$ cat src/rtl/exc_pkg.sv
package exc_pkg;

    // Recorded cause codes
    typedef enum logic [1:0] {
        CAUSE_UNDEF = 2'd0,
        CAUSE_OVF   = 2'd1,
        CAUSE_IRQ   = 2'd2
    } cause_e;

    // Privilege state of the control machine
    typedef enum logic {
        ST_USER   = 1'b0,
        ST_KERNEL = 1'b1
    } mode_e;

    // Event selected by the arbiter in a cycle
    typedef enum logic [1:0] {
        EV_NONE = 2'd0,
        EV_EXC  = 2'd1,
        EV_RET  = 2'd2
    } event_e;

    localparam int CAUSE_W = 2;

endpackage

$ cat src/rtl/exc_arbiter.sv
module exc_arbiter
    import exc_pkg::*;
(
    input  logic   undef_i,
    input  logic   ovf_i,
    input  logic   irq_req_i,
    input  logic   eret_i,
    input  logic   int_en_i,
    input  logic   in_kernel_i,
    output event_e ev_o,
    output cause_e code_o
);

    // Fixed priority: undefined > overflow > return > interrupt
    always_comb begin
        ev_o   = EV_NONE;
        code_o = CAUSE_UNDEF;
        if (undef_i) begin
            ev_o   = EV_EXC;
            code_o = CAUSE_UNDEF;
        end else if (ovf_i) begin
            ev_o   = EV_EXC;
            code_o = CAUSE_OVF;
        end else if (eret_i && in_kernel_i) begin
            ev_o   = EV_RET;
        end else if (irq_req_i && int_en_i) begin
            ev_o   = EV_EXC;
            code_o = CAUSE_IRQ;
        end
    end

endmodule

$ cat src/rtl/exc_vector_gen.sv
module exc_vector_gen
    import exc_pkg::*;
#(
    parameter int                ADDR_W       = 32,
    parameter logic [ADDR_W-1:0] FIXED_ENTRY  = 32'h8000_0080,
    parameter logic [ADDR_W-1:0] VEC_ORIGIN   = 32'h0000_0080,
    parameter int                SLOT_SHIFT   = 7,
    parameter bit                HAS_VECTORED = 1'b1
) (
    input  logic              vec_mode_i,
    input  event_e            ev_i,
    input  cause_e            code_i,
    input  logic [ADDR_W-1:0] epc_i,
    output logic              redirect_o,
    output logic [ADDR_W-1:0] target_o
);

    localparam int PAD_W = ADDR_W - CAUSE_W;

    logic [ADDR_W-1:0] entry;

    generate
        if (HAS_VECTORED) begin : g_vectored
            logic [ADDR_W-1:0] slot_off;
            assign slot_off = {{PAD_W{1'b0}}, code_i} << SLOT_SHIFT;
            assign entry    = vec_mode_i ? (VEC_ORIGIN + slot_off) : FIXED_ENTRY;
        end else begin : g_fixed
            logic unused_sel;
            assign unused_sel = vec_mode_i ^ (^code_i);
            assign entry      = FIXED_ENTRY;
        end
    endgenerate

    always_comb begin
        redirect_o = 1'b0;
        target_o   = '0;
        case (ev_i)
            EV_EXC: begin
                redirect_o = 1'b1;
                target_o   = entry;
            end
            EV_RET: begin
                redirect_o = 1'b1;
                target_o   = epc_i;
            end
            default: begin
                redirect_o = 1'b0;
                target_o   = '0;
            end
        endcase
    end

endmodule

$ cat src/rtl/exc_ctrl_fsm.sv
module exc_ctrl_fsm
    import exc_pkg::*;
#(
    parameter int ADDR_W = 32
) (
    input  logic              clk,
    input  logic              rst_n,
    input  logic [ADDR_W-1:0] pc_i,
    input  logic              irq_i,
    input  event_e            ev_i,
    input  cause_e            code_i,
    output logic              kernel_o,
    output logic              int_en_o,
    output logic              pending_o,
    output logic              nested_o,
    output logic [ADDR_W-1:0] epc_o,
    output cause_e            cause_o
);

    mode_e             state_q, state_d;
    mode_e             prev_q,  prev_d;
    logic              ie_q,    ie_d;
    logic              pend_q,  pend_d;
    logic              nest_q,  nest_d;
    logic [ADDR_W-1:0] epc_q,   epc_d;
    cause_e            cause_q, cause_d;
    logic              take_irq;

    assign take_irq = (ev_i == EV_EXC) && (code_i == CAUSE_IRQ);

    // State register
    always_ff @(posedge clk) begin
        if (!rst_n) begin
            state_q <= ST_USER;
            prev_q  <= ST_USER;
            ie_q    <= 1'b1;
            pend_q  <= 1'b0;
            nest_q  <= 1'b0;
            epc_q   <= '0;
            cause_q <= CAUSE_UNDEF;
        end else begin
            state_q <= state_d;
            prev_q  <= prev_d;
            ie_q    <= ie_d;
            pend_q  <= pend_d;
            nest_q  <= nest_d;
            epc_q   <= epc_d;
            cause_q <= cause_d;
        end
    end

    // Next state and status updates
    always_comb begin
        state_d = state_q;
        prev_d  = prev_q;
        ie_d    = ie_q;
        nest_d  = nest_q;
        epc_d   = epc_q;
        cause_d = cause_q;
        pend_d  = (pend_q | irq_i) & ~take_irq;
        unique case (state_q)
            ST_USER: begin
                if (ev_i == EV_EXC) begin          // TAKE
                    state_d = ST_KERNEL;
                    prev_d  = ST_USER;
                    ie_d    = 1'b0;
                    epc_d   = pc_i;
                    cause_d = code_i;
                end
            end
            ST_KERNEL: begin
                if (ev_i == EV_EXC) begin          // NEST
                    state_d = ST_KERNEL;
                    prev_d  = ST_KERNEL;
                    ie_d    = 1'b0;
                    nest_d  = 1'b1;
                    epc_d   = pc_i;
                    cause_d = code_i;
                end else if (ev_i == EV_RET) begin // RETURN
                    state_d = prev_q;
                    ie_d    = 1'b1;
                end
            end
        endcase
    end

    // Outputs
    always_comb begin
        kernel_o  = (state_q == ST_KERNEL);
        int_en_o  = ie_q;
        pending_o = pend_q;
        nested_o  = nest_q;
        epc_o     = epc_q;
        cause_o   = cause_q;
    end

endmodule

$ cat src/rtl/exc_vector_unit.sv
module exc_vector_unit
    import exc_pkg::*;
#(
    parameter int                ADDR_W       = 32,
    parameter logic [ADDR_W-1:0] FIXED_ENTRY  = 32'h8000_0080,
    parameter logic [ADDR_W-1:0] VEC_ORIGIN   = 32'h0000_0080,
    parameter int                SLOT_SHIFT   = 7,
    parameter bit                HAS_VECTORED = 1'b1
) (
    input  logic              clk,
    input  logic              rst_n,
    input  logic [ADDR_W-1:0] pc_i,
    input  logic              trap_undef_i,
    input  logic              trap_ovf_i,
    input  logic              irq_i,
    input  logic              eret_i,
    input  logic              vec_mode_i,
    output logic              redirect_o,
    output logic [ADDR_W-1:0] target_o,
    output logic [ADDR_W-1:0] epc_o,
    output logic [1:0]        cause_o,
    output logic              kernel_o,
    output logic              int_en_o,
    output logic              irq_pending_o,
    output logic              nested_o
);

    event_e ev;
    cause_e code;
    cause_e cause_rec;

    exc_arbiter u_arb (
        .undef_i     (trap_undef_i),
        .ovf_i       (trap_ovf_i),
        .irq_req_i   (irq_i | irq_pending_o),
        .eret_i      (eret_i),
        .int_en_i    (int_en_o),
        .in_kernel_i (kernel_o),
        .ev_o        (ev),
        .code_o      (code)
    );

    exc_vector_gen #(
        .ADDR_W       (ADDR_W),
        .FIXED_ENTRY  (FIXED_ENTRY),
        .VEC_ORIGIN   (VEC_ORIGIN),
        .SLOT_SHIFT   (SLOT_SHIFT),
        .HAS_VECTORED (HAS_VECTORED)
    ) u_vec (
        .vec_mode_i (vec_mode_i),
        .ev_i       (ev),
        .code_i     (code),
        .epc_i      (epc_o),
        .redirect_o (redirect_o),
        .target_o   (target_o)
    );

    exc_ctrl_fsm #(
        .ADDR_W (ADDR_W)
    ) u_fsm (
        .clk       (clk),
        .rst_n     (rst_n),
        .pc_i      (pc_i),
        .irq_i     (irq_i),
        .ev_i      (ev),
        .code_i    (code),
        .kernel_o  (kernel_o),
        .int_en_o  (int_en_o),
        .pending_o (irq_pending_o),
        .nested_o  (nested_o),
        .epc_o     (epc_o),
        .cause_o   (cause_rec)
    );

    assign cause_o = cause_rec;

endmodule

$ cat config.mk
export PLATFORM = sky130hd
export DESIGN_NAME = exc_vector_unit
export DESIGN_NICKNAME = d
export VERILOG_FILES = /design/src/rtl/exc_pkg.sv /design/src/rtl/exc_arbiter.sv /design/src/rtl/exc_vector_gen.sv /design/src/rtl/exc_ctrl_fsm.sv /design/src/rtl/exc_vector_unit.sv
export SDC_FILE = /design/constraint.sdc
export NUM_CORES = 1
export LEC_CHECK = 0
export CAP_MARGIN = 10
export CORE_UTILIZATION = 39
export DETAILED_ROUTE_END_ITERATION = 7
export PLACE_DENSITY = 0.93
export SETUP_SLACK_MARGIN = 0.3
export SKIP_CTS_REPAIR_TIMING = 1
export SYNTH_ARGS = -nofsm -noshare
export SYNTH_HDL_FRONTEND = slang
export SYNTH_SLANG_ARGS = --single-unit
$ cat constraint.sdc
create_clock -name clk -period 2.8 [get_ports clk]
set_input_delay 0.28 -clock clk [delete_from_list [all_inputs] [get_ports clk]]
set_output_delay 0.28 -clock clk [all_outputs]
set_load 0.01 [all_outputs]
==> results.py <==
metrics = {
    "clock_network": {
        "clockRootBuffer": "clkbuf_8",
        "clock_path_buffers": 2,
        "cts.sinks": 39,
        "clock_latency_ns": 0.29,
        "clk_pin_slew_ns": 0.07,
        "numCtsBuffers": 5,
        "cts_htree_levels": 2,
        "cts_tree": "done",
    },
    "status": {
        "status": "finished with violations",
        "violations": "DRC",
    },
    "route": {
        "drt-vias-per-instance": 4.82,
        "top_layer_used": "met4",
        "wl_um": 4890,
        "wl_met3_um": 460,
        "vias": 1688,
        "drt_pass1_iterations": 6,
        "postRouteAntennaNets": 0,
        "drtIter0Drc": 83,
        "drc": 9,
        "post_drt_wl_per_cell_um": 14.0,
        "wl_met1_um": 2050,
        "met2WireLength_um": 2280,
    },
    "grt": {
        "track_usage_pct": 18.9,
        "grt_pass1_wl_um": 7510,
        "grt.overflow.total": 0,
        "grt_pass1_vias": 1563,
        "grt_max_degree": 24,
        "antenna_found_initial": 0,
    },
    "setup_path": {
        "critPathBufInv": 3,
        "critical_path.top_delay_family": "buffers and inverters",
        "crit_required_ns": 2.52,
        "startpoint_type": "input port",
        "reg2reg_slack_ns": 1.06,
        "reg2regPathDepth": 7,
        "worstPathArrival_ns": 2.19,
        "cpPeakStageDelay_ns": 0.53,
        "critPathCaptureType": "output pin",
        "r2r-end": "u_fsm.epc_o[5]$_SDFFE_PN0P_",
        "crit_top_cell": "clkdlybuf4s50_1",
        "path_cells": "clkdlybuf4s50_1, nand2_1, o211ai_4, and2_4, ha_4, buf_6, and2_1, clkdlybuf4s50_1",
        "cp_slowest_cell": "clkdlybuf4s50_1",
        "cp_max_fo": 11,
        "path_class": "in -> out",
        "r2r-start": "u_fsm.kernel_o$_SDFF_PN0_",
    },
    "floorplan": {
        "die_h_um": 71.4,
        "start_util_pct": 41.7,
        "core_mm2": 0.00450,
        "row_count": 24,
        "boundaryPins": 110,
        "dieArea_mm2": 0.00510,
        "die_w_um": 71.4,
    },
    "sta": {
        "finalMaxSlewViolations": 0,
        "fmax_ghz": 0.405,
        "finClkSkew_ns": 0.00318,
        "setup_viol": 0,
        "worstMarginPinSlew_ns": 0.739,
        "setup_tns_ns": 0,
        "post-route-period-util_pct": 88.1,
        "worst_hold_slack_ns": 0.348,
        "rsz0062_at_grt": "true",
        "relSlewSlack_pct": 50.6,
        "hold_violations": 0,
        "fin_crit_ns": 2.47,
    },
    "finish": {
        "n_antenna_cell": 0,
        "fin_cells": 350,
        "area_growth_pct": 70.4,
        "nets": 340,
        "drive_gt1_share_pct": 7.72,
        "nFillCells": 343,
        "fin_util_pct": 71.1,
    },
    "pwr": {
        "switching_power_mw": 0.336,
        "clkPwrFrac_pct": 30.4,
        "power.total_mw": 1.35,
        "swShare_pct": 24.9,
        "p_per_area_mw_per_mm2": 420,
        "seq_power_share_pct": 46.8,
        "leakage_nw": 1.91,
        "ir_worst_vdd_v": 0.000270,
        "p_int_mw": 1.01,
        "p_comb_share_pct": 22.9,
    },
    "place": {
        "gp_congestion": 0.794,
        "hpwl_um": 3500,
        "dp.cells": 341,
        "io_buffer_count": 109,
    },
    "synth": {
        "synth_cells": 186,
        "synthDistinctLibCells": 26,
        "synth_warnings": 0,
        "synth_nets": 229,
        "ys_seq_elements": 39,
        "ys_seq_area_share_pct": 41.6,
        "syn_avg_cell_area_um2": 10.1,
        "synth_area_mm2": 0.00188,
    },
    "hold_path": {
        "hold_path.class": "in -> reg",
        "min_from": "trap_undef_i",
        "holdPathStages": 2,
        "hold_end": "u_fsm.cause_o[1]$_SDFFE_PN0P_",
    },
    "run": {
        "drv_cap": 0,
    },
}
[through the flow]
step                setup WS (ns)  cell area [µm²]
floorplan                    1.04             1880
global placement            0.209             2970
detailed placement         0.0791             2970
CTS                        0.0982             3070
global route                0.233             3200
finish                      0.333             3200
[layout by cell type, fill, tap and decap left out, drive strengths merged]
cell type and n:
nand3b 2, a32oi 1, and2 29, mux2i 34, ha 4, clkbuf 8, a22oi 1, nor2 3
inv 4, o21ai 1, buf 7, nand2 6, nand2b 2, nand3 2, nor2b 36, o211ai 2
o41ai 1, dfxtp 39, o211a 1, a21oi 5, clkdlybuf4s50 79, nor3 1, dlymetal6s2s 30
[synthesized netlist by cell type, drive strengths merged]
cell type   n  area share [%]
dfxtp      39              42
nor2b      36              12
mux2i      34              18
and2       29             9.7
buf         6             4.7
clkbuf      6             1.4
nand2       6             1.3
a21oi       5             1.3
ha          4             2.7
inv         4            0.80
nor2        3            0.60
nand2b      2            0.67
nand3       2            0.53
nand3b      2            0.80
o211ai      2             1.1
a22oi       1            0.40
a32oi       1            0.47
nor3        1            0.27
o211a       1            0.53
o21ai       1            0.27
o41ai       1            0.87
[flip-flops by register name, indices dropped and copies added, names as in the netlist]
register         cells
u_fsm.cause_o        2
u_fsm.epc_o         32
u_fsm.int_en_o       1
u_fsm.kernel_o       1
u_fsm.nested_o       1
u_fsm.pending_o      1
u_fsm.prev_q         1
[how the worst max path moves through the flow]
stage                                          from           end  slack [ns]  cells past startpoint
final                                        eret_i  target_o[23]        0.33                      8
after global routing                         eret_i  target_o[23]        0.23                      8
after CTS                                trap_ovf_i  target_o[30]         0.1                      8
after detailed placement                 trap_ovf_i  target_o[24]        0.08                      8
after global placement                        irq_i  target_o[27]        0.21                      7
after floorplan           u_fsm.kernel_o$_SDFF_PN0_   target_o[8]        1.04                      7
[kinds of logic (layout without fill, tap and decap cells)]
kind of cell	Yosys count	after routing	share of synthesized area, %
multiplexers	34	34	18.1
AND/OR/NAND/NOR	81	81	25.8
flip-flops	39	39	41.6
adder cells (fa/ha/maj)	4	4	2.66
AO/OA/AOI/OAI	12	12	4.93
buffers and inverters	16	128	6.86
[layer usage]
metal / global-route usage, % / up-vias
met5: 0 / -
met4: 6.00 / 0
met3: 5.91 / 10
met2: 31.9 / 88
met1: 22.9 / 759
li1: - / 831
[power groups by stage]
stage                     sequential (mW)  combinational (mW)  clock (mW)
after floorplan                     0.653               0.131           0
after global placement              0.638               0.294           0
after detailed placement            0.640               0.301           0
after CTS                           0.628               0.302       0.422
after global routing                0.636               0.329       0.447
final                               0.629               0.308       0.409
[final cells by class]
cell class	count	area (µm²)	share of cell area, %
Multi-Input combinational cell	131	1010	31.6
Sequential cell	39	782	24.4
Inverter	4	15.0	0.469
Clock buffer	8	100	3.13
Timing Repair Buffer	116	1230	38.3
Tap cell	52	65.1	2.03
No activity file was read; power rests on OpenSTA's default activity.
